==> src/rtl/wpm_pkg.sv <==
package wpm_pkg;
  localparam int NUM_PAT   = 8;
  localparam int MAX_BYTES = 128;
  localparam int BPW       = 8;                      // frame bytes per enable word
  localparam int NUM_WORDS = MAX_BYTES / BPW;
  localparam int WORD_W    = BPW * NUM_PAT;
  localparam int IDX_W     = $clog2(MAX_BYTES + 1);
  localparam int WIDX_W    = $clog2(NUM_WORDS);
  localparam int PIDX_W    = $clog2(NUM_PAT);
  localparam int LEN_W     = 8;
  localparam int CRC_W     = 32;
  localparam int REG_W     = 32;
  localparam int ADDR_W    = 6;
  localparam int HALVES    = WORD_W / REG_W;

  localparam logic [CRC_W-1:0] CRC_POLY = 32'hEDB8_8320;
  localparam logic [CRC_W-1:0] CRC_SEED = 32'hFFFF_FFFF;

  localparam logic [ADDR_W-1:0] A_CTRL  = 6'h00;
  localparam logic [ADDR_W-1:0] A_CLR   = 6'h01;
  localparam logic [2:0]        G_LEN   = 3'b001;
  localparam logic [2:0]        G_CRC   = 3'b010;

  function automatic logic [CRC_W-1:0] crc32_byte(input logic [CRC_W-1:0] c,
                                                  input logic [7:0] d);
    logic [CRC_W-1:0] r;
    r = c ^ {{(CRC_W-8){1'b0}}, d};
    for (int i = 0; i < 8; i++) begin
      r = r[0] ? ((r >> 1) ^ CRC_POLY) : (r >> 1);
    end
    return r;
  endfunction
endpackage

==> src/rtl/wpm_regs.sv <==
module wpm_regs
  import wpm_pkg::*;
(
  input  logic                              clk_i,
  input  logic                              rst_ni,
  input  logic                              reg_we_i,
  input  logic [ADDR_W-1:0]                 reg_addr_i,
  input  logic [REG_W-1:0]                  reg_wdata_i,
  output logic                              en_o,
  output logic                              clr_o,
  output logic [NUM_PAT-1:0][LEN_W-1:0]     len_o,
  output logic [NUM_PAT-1:0][CRC_W-1:0]     crc_o,
  output logic                              be_we_o,
  output logic [WIDX_W-1:0]                 be_word_o,
  output logic                              be_hi_o,
  output logic [REG_W-1:0]                  be_data_o
);
  logic [2:0]        grp;
  logic [PIDX_W-1:0] pidx;

  assign grp  = reg_addr_i[ADDR_W-1:3];
  assign pidx = reg_addr_i[PIDX_W-1:0];

  always_ff @(posedge clk_i or negedge rst_ni) begin
    if (!rst_ni)                                  en_o <= 1'b0;
    else if (reg_we_i && reg_addr_i == A_CTRL)    en_o <= reg_wdata_i[0];
  end

  assign clr_o = reg_we_i && (reg_addr_i == A_CLR);

  for (genvar p = 0; p < NUM_PAT; p++) begin : g_slot
    always_ff @(posedge clk_i or negedge rst_ni) begin
      if (!rst_ni) begin
        len_o[p] <= '0;
        crc_o[p] <= '0;
      end else if (reg_we_i && pidx == PIDX_W'(p)) begin
        if (grp == G_LEN) len_o[p] <= reg_wdata_i[LEN_W-1:0];
        if (grp == G_CRC) crc_o[p] <= reg_wdata_i[CRC_W-1:0];
      end
    end
  end

  assign be_we_o   = reg_we_i && reg_addr_i[ADDR_W-1];
  assign be_word_o = reg_addr_i[WIDX_W:1];
  assign be_hi_o   = reg_addr_i[0];
  assign be_data_o = reg_wdata_i;
endmodule

==> src/rtl/wpm_be_mem.sv <==
module wpm_be_mem
  import wpm_pkg::*;
(
  input  logic                 clk_i,
  input  logic                 rst_ni,
  input  logic                 we_i,
  input  logic [WIDX_W-1:0]    word_i,
  input  logic                 hi_i,
  input  logic [REG_W-1:0]     data_i,
  input  logic [IDX_W-1:0]     idx_i,
  output logic [NUM_PAT-1:0]   en_o
);
  logic [WORD_W-1:0] mem_q [NUM_WORDS];
  logic [WIDX_W-1:0] rd_word;
  logic [2:0]        rd_lane;

  for (genvar w = 0; w < NUM_WORDS; w++) begin : g_word
    always_ff @(posedge clk_i or negedge rst_ni) begin
      if (!rst_ni) mem_q[w] <= '0;
      else if (we_i && word_i == WIDX_W'(w)) begin
        if (hi_i) mem_q[w][HALVES*REG_W-1 -: REG_W] <= data_i;
        else      mem_q[w][REG_W-1:0]               <= data_i;
      end
    end
  end

  // earliest byte of a word sits in the top lane
  assign rd_word = idx_i[WIDX_W+2:3];
  assign rd_lane = 3'(BPW - 1) - idx_i[2:0];

  always_comb begin
    if (idx_i < IDX_W'(MAX_BYTES)) en_o = mem_q[rd_word][rd_lane*NUM_PAT +: NUM_PAT];
    else                           en_o = '0;
  end
endmodule

==> src/rtl/wpm_crc_lane.sv <==
module wpm_crc_lane
  import wpm_pkg::*;
(
  input  logic              clk_i,
  input  logic              rst_ni,
  input  logic              acc_i,
  input  logic              sof_i,
  input  logic [IDX_W-1:0]  idx_i,
  input  logic [7:0]        data_i,
  input  logic              en_bit_i,
  input  logic [LEN_W-1:0]  len_i,
  input  logic [CRC_W-1:0]  crc_ref_i,
  output logic              hits_o       // frame hit including current byte
);
  logic [IDX_W-1:0] len_eff, span;
  logic [CRC_W-1:0] acc_q, base, nxt;
  logic [7:0]       masked;
  logic             in_span, last, hit_now, frame_hit_q;

  assign len_eff = (len_i > LEN_W'(MAX_BYTES)) ? IDX_W'(MAX_BYTES) : IDX_W'(len_i);
  assign span    = (len_eff + IDX_W'(BPW-1)) & ~IDX_W'(BPW-1);
  assign in_span = acc_i && (idx_i < span);
  assign masked  = en_bit_i ? data_i : 8'h00;
  assign base    = sof_i ? CRC_SEED : acc_q;
  assign nxt     = crc32_byte(base, masked);
  assign last    = in_span && (idx_i == span - IDX_W'(1));
  assign hit_now = last && (~nxt == crc_ref_i);

  always_ff @(posedge clk_i or negedge rst_ni) begin
    if (!rst_ni)      acc_q <= CRC_SEED;
    else if (in_span) acc_q <= nxt;
  end

  always_ff @(posedge clk_i or negedge rst_ni) begin
    if (!rst_ni)    frame_hit_q <= 1'b0;
    else if (acc_i) frame_hit_q <= (frame_hit_q && !sof_i) || hit_now;
  end

  assign hits_o = (frame_hit_q && !sof_i) || hit_now;

  p_zero_len_r5: assert property (@(posedge clk_i) disable iff (!rst_ni)
    (len_i == '0) |-> !hit_now);
  p_hit_in_window_r8: assert property (@(posedge clk_i) disable iff (!rst_ni)
    hit_now |-> (idx_i < IDX_W'(MAX_BYTES)));
endmodule

==> src/rtl/wake_pattern_matcher.sv <==
module wake_pattern_matcher
  import wpm_pkg::*;
(
  input  logic               clk_i,
  input  logic               rst_ni,
  input  logic               reg_we_i,
  input  logic [5:0]         reg_addr_i,
  input  logic [31:0]        reg_wdata_i,
  input  logic               rx_valid_i,
  input  logic               rx_sof_i,
  input  logic               rx_eof_i,
  input  logic [7:0]         rx_data_i,
  output logic               wake_o,
  output logic [7:0]         matched_o
);
  logic                          en, clr;
  logic [NUM_PAT-1:0][LEN_W-1:0] len;
  logic [NUM_PAT-1:0][CRC_W-1:0] crc;
  logic                          be_we, be_hi;
  logic [WIDX_W-1:0]             be_word;
  logic [REG_W-1:0]              be_data;
  logic [NUM_PAT-1:0]            en_bits, hits;
  logic [IDX_W-1:0]              byte_cnt_q, cur_idx;
  logic                          in_frame_q, accept, eof_acc, lane_acc;
  logic [NUM_PAT-1:0]            matched_q;
  logic                          wake_q;

  wpm_regs u_regs (
    .clk_i, .rst_ni, .reg_we_i, .reg_addr_i, .reg_wdata_i,
    .en_o(en), .clr_o(clr), .len_o(len), .crc_o(crc),
    .be_we_o(be_we), .be_word_o(be_word), .be_hi_o(be_hi), .be_data_o(be_data)
  );

  assign accept   = rx_valid_i && (rx_sof_i || in_frame_q);
  assign eof_acc  = accept && rx_eof_i;
  assign cur_idx  = rx_sof_i ? '0 : byte_cnt_q;
  assign lane_acc = accept && (cur_idx < IDX_W'(MAX_BYTES));

  always_ff @(posedge clk_i or negedge rst_ni) begin
    if (!rst_ni) begin
      byte_cnt_q <= '0;
      in_frame_q <= 1'b0;
    end else if (accept) begin
      in_frame_q <= !rx_eof_i;
      byte_cnt_q <= (cur_idx == IDX_W'(MAX_BYTES)) ? cur_idx : cur_idx + IDX_W'(1);
    end
  end

  wpm_be_mem u_be_mem (
    .clk_i, .rst_ni, .we_i(be_we), .word_i(be_word), .hi_i(be_hi),
    .data_i(be_data), .idx_i(cur_idx), .en_o(en_bits)
  );

  for (genvar p = 0; p < NUM_PAT; p++) begin : g_lane
    wpm_crc_lane u_lane (
      .clk_i, .rst_ni, .acc_i(lane_acc), .sof_i(rx_sof_i), .idx_i(cur_idx),
      .data_i(rx_data_i), .en_bit_i(en_bits[p]), .len_i(len[p]),
      .crc_ref_i(crc[p]), .hits_o(hits[p])
    );
  end

  always_ff @(posedge clk_i or negedge rst_ni) begin
    if (!rst_ni) begin
      wake_q    <= 1'b0;
      matched_q <= '0;
    end else begin
      wake_q    <= eof_acc && en && (|hits);
      matched_q <= (clr ? '0 : matched_q) | ((eof_acc && en) ? hits : '0);
    end
  end

  assign wake_o    = wake_q;
  assign matched_o = matched_q;

  p_wake_after_eof_r2: assert property (@(posedge clk_i) disable iff (!rst_ni)
    wake_o |-> $past(eof_acc));
  p_wake_has_match_r2: assert property (@(posedge clk_i) disable iff (!rst_ni)
    wake_o |-> (|matched_o));
  p_wake_gated_r6: assert property (@(posedge clk_i) disable iff (!rst_ni)
    wake_o |-> $past(en));
  p_hold_disabled_r6: assert property (@(posedge clk_i) disable iff (!rst_ni)
    (!$past(en) && !$past(clr)) |-> $stable(matched_o));
  p_sticky_r7: assert property (@(posedge clk_i) disable iff (!rst_ni)
    !$past(clr) |-> ((matched_o & $past(matched_o)) == $past(matched_o)));
  p_cnt_sat_r8: assert property (@(posedge clk_i) disable iff (!rst_ni)
    byte_cnt_q <= IDX_W'(MAX_BYTES));
endmodule

==> config.mk <==
export PLATFORM = sky130hd
export DESIGN_NAME = wake_pattern_matcher
export DESIGN_NICKNAME = d
export VERILOG_FILES = /design/src/rtl/wpm_pkg.sv /design/src/rtl/wpm_regs.sv /design/src/rtl/wpm_be_mem.sv /design/src/rtl/wpm_crc_lane.sv /design/src/rtl/wake_pattern_matcher.sv
export SDC_FILE = /design/constraint.sdc
export NUM_CORES = 2
export LEC_CHECK = 0
export BUFFER_PORTS_ARGS = -buffer_cell sky130_fd_sc_hd__clkbuf_2
export CAP_MARGIN = 10
export CORE_MARGIN = 5
export CORE_UTILIZATION = 50
export DETAILED_ROUTE_END_ITERATION = 6
export PLACE_DENSITY = 0.65
export SYNTH_ARGS = -nofsm -noshare
export SYNTH_HDL_FRONTEND = slang
export SYNTH_SLANG_ARGS = --single-unit
==> constraint.sdc <==
create_clock -name clk_i -period 5.85 [get_ports clk_i]
set_input_delay 0.585 -clock clk_i [delete_from_list [all_inputs] [get_ports clk_i]]
set_output_delay 0.585 -clock clk_i [all_outputs]
set_load 0.01 [all_outputs]
Word-level counts from Yosys, hierarchy flattened:

Cells that the tools add are included.

* equal/unequal tests: 42
* $add $sub $neg: 18
* multiplexer cells: 96
* bitwise operators: 83
* magnitude comparators: 18
* reduce and logical (&&, ||, !) cells: 127
* shifts and indexed selects: 1

Operators with widths (number)
* two-way mux 32 bit: 72
* NOT 13 -> 14 bit: 64
* binary-select mux 64 bit (select 4 bit): 1
* equality test 32 bit: 8
* NOT 32 bit: 8
* XOR 32 x 8 -> 32 bit: 8
* two-way mux 8 bit: 21
* two-way mux 64 bit: 2
* AND reduction 2 bit: 48
* adder 8 x 3 -> 8 bit, second input constant: 8
* equality test 8 bit: 8
* > comparator 8 bit, second input constant: 8
* logical AND 1 bit: 64
* < comparator 8 bit: 8
* variable part select 64 x 7 -> 8 bit: 1
* subtractor 8 x 1 -> 8 bit, second input constant: 8
* equality test 4 bit, second input constant: 8
* equality test 4 x 3 -> 1 bit, second input constant: 4
* equality test 3 bit, second input constant: 4
* equality test 3 x 2 -> 1 bit, second input constant: 3
* logical OR 1 bit: 9
* adder 8 x 1 -> 8 bit, second input constant: 1
* equality test 4 x 2 -> 1 bit, second input constant: 2
* equality test 8 bit, second input constant: 1
* 14 further kinds: 16

* word-level logic and storage cells: 454
* input bits: 52
* register bits: 1627
* output and inout port bits: 9

Depth between registers and ports, before layout:

* word-level depth: 31
* gate-level depth with buffers: 23

Cells and area by module:

A second synthesis with hierarchy kept.

* cell total of the unflattened synthesis: 6923
* area, all modules: 92160.9 µm²

Modules (own cells, without submodules)
* wpm_be_mem: times used 1, seq. area each 25624.6 µm², cells an instance 3023, area each 46857.4 µm²
* wpm_crc_lane at g_lane[0].u_lane ...: times used 7, seq. area each 865.8 µm², cells an instance 380, area each 4025.1 µm²
* wpm_regs: times used 1, seq. area each 8032.7 µm², cells an instance 747, area each 12333.1 µm²
* wpm_crc_lane at g_lane[7].u_lane: times used 1, seq. area each 865.8 µm², cells an instance 411, area each 3913.8 µm²
* wake_pattern_matcher: times used 1, seq. area each 450.4 µm², cells an instance 82, area each 880.8 µm²

Least setup slack after synthesis:

No wires, ideal clock.

* path type: input to register
* start: in rx_sof_i
* end: reg g_lane[5].u_lane.frame_hit_q
* data arrival time: 5.044 ns
* cell stages on the path: 23
* path buffers: 6
* library setup time: 0.064 ns
* setup slack: 0.742 ns
* data required time: 5.786 ns
* cell sequence: buf_6 > buf_6 > inv_1 > nand2_1 > inv_1 > clkbuf_1 > buf_1 > buf_1 > buf_1 > ha_1 > o21ai_0 > a21oi_1 > nor3_1 > nand4_1 > a21oi_1 > o2111a_1 > o311ai_0 > nor4_1 > nand4_1 > nor4_1 > o2111a_1 > a21o_1 > mux2_2

* cells in the longest elaborated chain, start to end: 26
* elaborated cells between the ends (all ways): 41
* classes of those cells: 1 x add/sub; 2 x order compare; 2 x eq/ne; 1 x shift; 15 x mux; 11 x bitwise; 9 x reduce/logical

Ends and longest elaborated chain
* start, declared: RTL line wake_pattern_matcher.sv:10 `input logic rx_sof_i,`
* two-way mux 8 bit: RTL line wake_pattern_matcher.sv:36 `assign cur_idx = rx_sof_i ? '0 : byte_cnt_q;`
* NOT 4 -> 5 bit (implied by the code): RTL line wpm_be_mem.sv:32 `if (idx_i < IDX_W'(MAX_BYTES)) en_o = mem_q[rd_word][rd_lane*NUM_PAT +: NUM_PAT];`
* binary-select mux 64 bit (select 4 bit): RTL line wpm_be_mem.sv:32
* two-way mux 64 bit (implied by the code) (2 in series): RTL line wpm_be_mem.sv:32
* variable part select 64 x 7 -> 8 bit: RTL line wpm_be_mem.sv:32
* two-way mux 8 bit: RTL line wpm_be_mem.sv:32
* two-way mux 8 bit: RTL line wpm_crc_lane.sv:23 `assign masked = en_bit_i ? data_i : 8'h00;`
* XOR 32 x 8 -> 32 bit: RTL line wpm_pkg.sv:27 `r = c ^ {{(CRC_W-8){1'b0}}, d};`
* [... 9 more ...]
* NOT 13 -> 14 bit (no line) / two-way mux 32 bit (equally long branches)
* two-way mux 32 bit: RTL line wpm_pkg.sv:29 `r = r[0] ? ((r >> 1) ^ CRC_POLY) : (r >> 1);`
* NOT 13 -> 14 bit (no line)
* two-way mux 32 bit: RTL line wpm_pkg.sv:29
* NOT 32 bit: RTL line wpm_crc_lane.sv:27 `assign hit_now = last && (~nxt == crc_ref_i);`
* equality test 32 bit: RTL line wpm_crc_lane.sv:27
* logical AND 1 bit: RTL line wpm_crc_lane.sv:27
* logical OR 1 bit: RTL line wpm_crc_lane.sv:36 `else if (acc_i) frame_hit_q <= (frame_hit_q && !sof_i) || hit_now;`
* end signal, assigned: RTL line wpm_crc_lane.sv:36
* end, declared: RTL line wpm_crc_lane.sv:18 `logic in_span, last, hit_now, frame_hit_q;`

Several ways; a longest one is shown, not always the timed one. The select of a mux whose other input is x is not followed.
A chain may end at the register's enable or synchronous reset.

Worst setup path after layout:

* start: reg byte_cnt_q[3]
* end: reg wake_q, in the netlist wake_o

* cells in the longest elaborated chain, start to end: 28
* elaborated cells between the ends (all ways): 219
* classes of those cells: 9 x order compare; 16 x eq/ne; 1 x shift; 77 x mux; 81 x bitwise; 35 x reduce/logical

Ends and longest elaborated chain
* start, declared: RTL line wake_pattern_matcher.sv:23 `logic [IDX_W-1:0] byte_cnt_q, cur_idx;`
* start signal, assigned: RTL line wake_pattern_matcher.sv:45 `byte_cnt_q <= (cur_idx == IDX_W'(MAX_BYTES)) ? cur_idx : cur_idx + IDX_W'(1);`
* two-way mux 8 bit (*): RTL line wake_pattern_matcher.sv:36
* NOT 4 -> 5 bit (implied by the code): RTL line wpm_be_mem.sv:32
* binary-select mux 64 bit (select 4 bit): RTL line wpm_be_mem.sv:32
* two-way mux 64 bit (implied by the code) (2 in series): RTL line wpm_be_mem.sv:32
* variable part select 64 x 7 -> 8 bit: RTL line wpm_be_mem.sv:32
* two-way mux 8 bit: RTL line wpm_be_mem.sv:32
* two-way mux 8 bit: RTL line wpm_crc_lane.sv:23
* XOR 32 x 8 -> 32 bit: RTL line wpm_pkg.sv:27
* [... 11 more ...]
* NOT 13 -> 14 bit (no line)
* two-way mux 32 bit: RTL line wpm_pkg.sv:29
* NOT 32 bit: RTL line wpm_crc_lane.sv:27
* equality test 32 bit: RTL line wpm_crc_lane.sv:27
* logical AND 1 bit: RTL line wpm_crc_lane.sv:27
* logical OR 1 bit: RTL line wpm_crc_lane.sv:39 `assign hits_o = (frame_hit_q && !sof_i) || hit_now;`
* OR reduction 8 bit (*): RTL line wake_pattern_matcher.sv:67 `wake_q <= eof_acc && en && (|hits);`
* logical AND 1 bit (*): RTL line wake_pattern_matcher.sv:67
* end signal, assigned: RTL line wake_pattern_matcher.sv:67
* end, declared: RTL line wake_pattern_matcher.sv:26 `logic wake_q;`

Every way passes the cells marked *; elsewhere a longest branch is shown, timed or not. The select of a mux whose other input is x is not followed.

==> key figures <==
STA
  • Slew HR: 0.136
  • Slew Viols, Final: 0
  • Slew of the pin with the lowest slew margin: 1300 ps
  • Final count of hold timing violations: 0
  • Final setup viols: 0
  • Final period util: 0.977
  • RSZ-0062 raised after global routing: no
  • Final min period: 5710 ps
  • Peak Freq: 175 MHz
  • Final setup margin: 136 ps
  • Clock Skew: 57.4 ps
  • Hold slack: 164 ps

Placement
  • Placed cells: 10400
  • Gpl congestion: 0.972
  • # port buffers: 60
  • DP HPWL: 223 mm
  • Pre-CTS WS: -62.1 ps

Critical path
  • Crit-path max FO: 70
  • Worst reg2reg path depth: 16
  • Crit end category: flop
  • Flop2flop setup slack: 140 ps
  • Req. time, crit path: 6600 ps
  • Worst flop-to-flop path endpoint: wake_o
  • Worst setup path class: flop to flop
  • Arrival time at the worst endpoint: 6470 ps
  • R2r startpoint: byte_cnt_q[3]
  • Crit path launch type: flop

Finish
  • Multi-input gate area: 47000 µm²
  • Post-route insts no fill: 10800
  • Seq. cell area: 41000 µm²
  • Fillers: 15300
  • Area grow syn2layout: 11.8%
  • # nets final: 8337
  • Share of cells above drive strength 1: 0.332

Detailed routing
  • Routed len/inst: 31.2 µm
  • Detailed Route Iter0 Violations: 7652
  • Vias/cell: 6.28
  • Drt total wl: 335 mm
  • DR vias: 67600
  • Drt first pass iters: 7
  • ANT nets after route: 0
  • # DRC: 1

Power
  • IR drop worst, VDD: 0.320 mV
  • Leakage: 43.9 nW
  • Pwr dens: 471 nW/µm²

Min path
  • Hold path start: rx_eof_i
  • Hold crit path type: input port to flop
  • Hold path depth: 2
  • Hold Crit Endpoint: in_frame_q

Logic synthesis
  • Synth Flop Type: dfrtp_1
  • Post-synthesis sequential area ratio: 0.450
  • Cell count after synthesis: 8171
  • Synth Warn #: 0
  • Mean area per synthesized cell: 11.2 µm²
  • Distinct cells, synth: 133
  • Async SR Flop Fraction: 1.00
  • Synthesized cell area: 91100 µm²
  • Syn Nets: 8272
  • EDFF count, synth: 0
  • Yosys reg bits: 1627

Clocking
  • Sink Count: 1627
  • Clock Tree Root: clkbuf_16
  • Skew-Pair Late Insertion Delay: 850 ps
  • Clock tree buffer depth: 3
  • H-tree Lvls: 4
  • CTS tree: built
  • TritonCTS buffer count: 179
  • CTS clk-pin slew, worst paths: 60 ps

Global route
  • Antenna violations before repair: 31
  • First-pass GRT wire length: 486 mm
  • Largest net degree at the start of global routing: 168
  • GRT Util Overall: 0.345
  • Vias in the first global route: 67800
  • Congestion Overflow GR: 0

Floorplan
  • Starting Density: 0.504
  • Chip Height: 437 µm
  • Core ar.: 181000 µm²
  • Die area: 191000 µm²
  • Top Ports: 61
  • Rows: 156
  • Die width: 437 µm

Run status
  • Failing checks: DRC
  • Status: finished, violations left

Flow run
  • MaxCap Viol Count: 0
## area by class of cell
| type | count | area share |
|---|---|---|
| Clock buffer | 266 | 0.0519 |
| Tap cell | 2370 | 0.0291 |
| Clock inverter | 56 | 0.00859 |
| Timing Repair Buffer | 544 | 0.0436 |
| Sequential cell | 1627 | 0.403 |
| Inverter | 63 | 0.00235 |
| Antenna cell | 18 | 0.000442 |
| Multi-Input combinational cell | 5821 | 0.461 |
## synthesized netlist by cell type (all sizes together) (61+ instances only)
cell type  number  area, µm²
a211oi         87        671
a21oi         140        704
a31oi          61        388
buf           287       1840
clkbuf        373       1400
dfrtp        1371      34300
dfstp         256       6730
inv            63        236
mux2         1470      16600
mux2i         212       2120
nand2         626       2350
nand3          73        370
nor2          564       2170
nor2b          83        529
nor3           97        527
o21ai         324       1620
o22ai          71        469
xnor2         846       7450
xor2          274       2420
## worst max-delay path, stage by stage (launching register included)
cell	delay, ps
dfrtp_4	620
buf_12	250
buf_12	350
mux2i_1	310
a2111oi_1	670
nand4b_1	240
o211ai_1	220
o211ai_4	280
buf_4	270
or2_2	340
xor2_1	210
o22ai_1	100
a211o_1	260
or4_1	530
nor4_2	520
nor4_1	110
a31oi_1	170
## cells by family (layout without fill, tap and decap cells)
kind of cell / after synthesis / in the layout / share of synthesized area
muxes: 1710 / 1710 / 0.212
buffers and inverters: 723 / 929 / 0.0381
other: 0 / 18 / 0
DFF: 1627 / 1627 / 0.450
adders and majority gates: 49 / 49 / 0.00673
and+or+nand+nor: 1816 / 1816 / 0.0942
xor gates and xnor gates: 1145 / 1145 / 0.115
AOI/OAI and AO/OA: 1101 / 1101 / 0.0842
## cell usage in the layout, fill, tap and decap left out, types with 33 or more instances in the layout
cell type / instances
nand3_1: 72
clkbuf_8: 44
a31oi_1: 60
o21ai_0: 318
a2111oi_0: 34
nand4_1: 35
or2_2: 33
nor2b_1: 80
nor4_1: 53
nand2_1: 608
and2_1: 42
nor3_1: 88
buf_4: 449
mux2_2: 1469
xor2_1: 269
clkbuf_1: 41
xnor2_1: 831
a21oi_1: 138
a211oi_1: 84
o221ai_1: 49
o22ai_1: 67
inv_1: 55
buf_12: 38
dfrtp_1: 1368
ha_1: 49
nor2_1: 534
mux2i_1: 212
nand2b_1: 41
clkbuf_2: 49
clkbuf_16: 181
dfstp_2: 256
## state kept, by name, indices dropped and copies added (netlist names)
register and flops:
g_lane.u_lane.frame_hit_q 8, u_regs.en_o 1, u_regs.len_o 64, in_frame_q 1, wake_o 1, u_be_mem.mem_q 1024, matched_o 8, g_lane.u_lane.acc_q 256
byte_cnt_q 8, u_regs.crc_o 256
## worst max-delay path by stage
stage	startpoint	to	slack [ps]	depth (start not counted)
2_1_floorplan	rx_sof_i	g_lane[5].u_lane.frame_hit_q	740	23
3_3_place_gp	byte_cnt_q[3]	wake_o	-120	18
3_5_place_dp	rx_sof_i	wake_o	-60	19
4_1_cts	byte_cnt_q[4]	wake_o	90	20
5_1_grt	byte_cnt_q[3]	wake_o	0.9	19
6_report	byte_cnt_q[3]	wake_o	140	16
## per-stage QoR
| step | util | power [mW] | setup TNS [ps] | instance area (µm²) |
|---|---|---|---|---|
| 4_1_cts | 0.562 | 47.9 | 0 | 102000 |
| 2_1_floorplan | - | 30.0 | 0 | 91100 |
| 6_report | 0.563 | 48.0 | 0 | 102000 |
| 5_1_grt | 0.563 | 50.3 | 0 | 102000 |
| 3_5_place_dp | 0.528 | 35.9 | -95.0 | 95500 |
| 3_3_place_gp | 0.528 | 35.7 | -191 | 95500 |
## metal layers
layer / global-route usage / vias to the layer above / wire length (µm) / part of all wire
li1: - / 28800 / - / -
met1: 0.460 / 34800 / 137000 / 0.41
met2: 0.541 / 3218 / 152000 / 0.45
met3: 0.0590 / 797 / 26100 / 0.078
met4: 0.184 / 8 / 20600 / 0.061
met5: 0 / - / 44 / 0.00013
## where the power goes
group / total [mW] / internal (mW) / switching, mW
sequential: 15.9 / 14.0 / 1.96
combinational: 20.2 / 9.13 / 11.1
clock: 11.8 / 6.86 / 4.98
total: 48.0 / 30.0 / 18.0
## timing repair
item	4_1_cts	5_1_grt
endpoints found under the hold margin	33	0
endpoints found under the setup margin	2	4
resized for setup	2	6
pin swaps	0	3
setup buffers	1	3
gates cloned	0	0
hold buffers	1	0
Note: power is estimated with default switching activity, not from simulation.
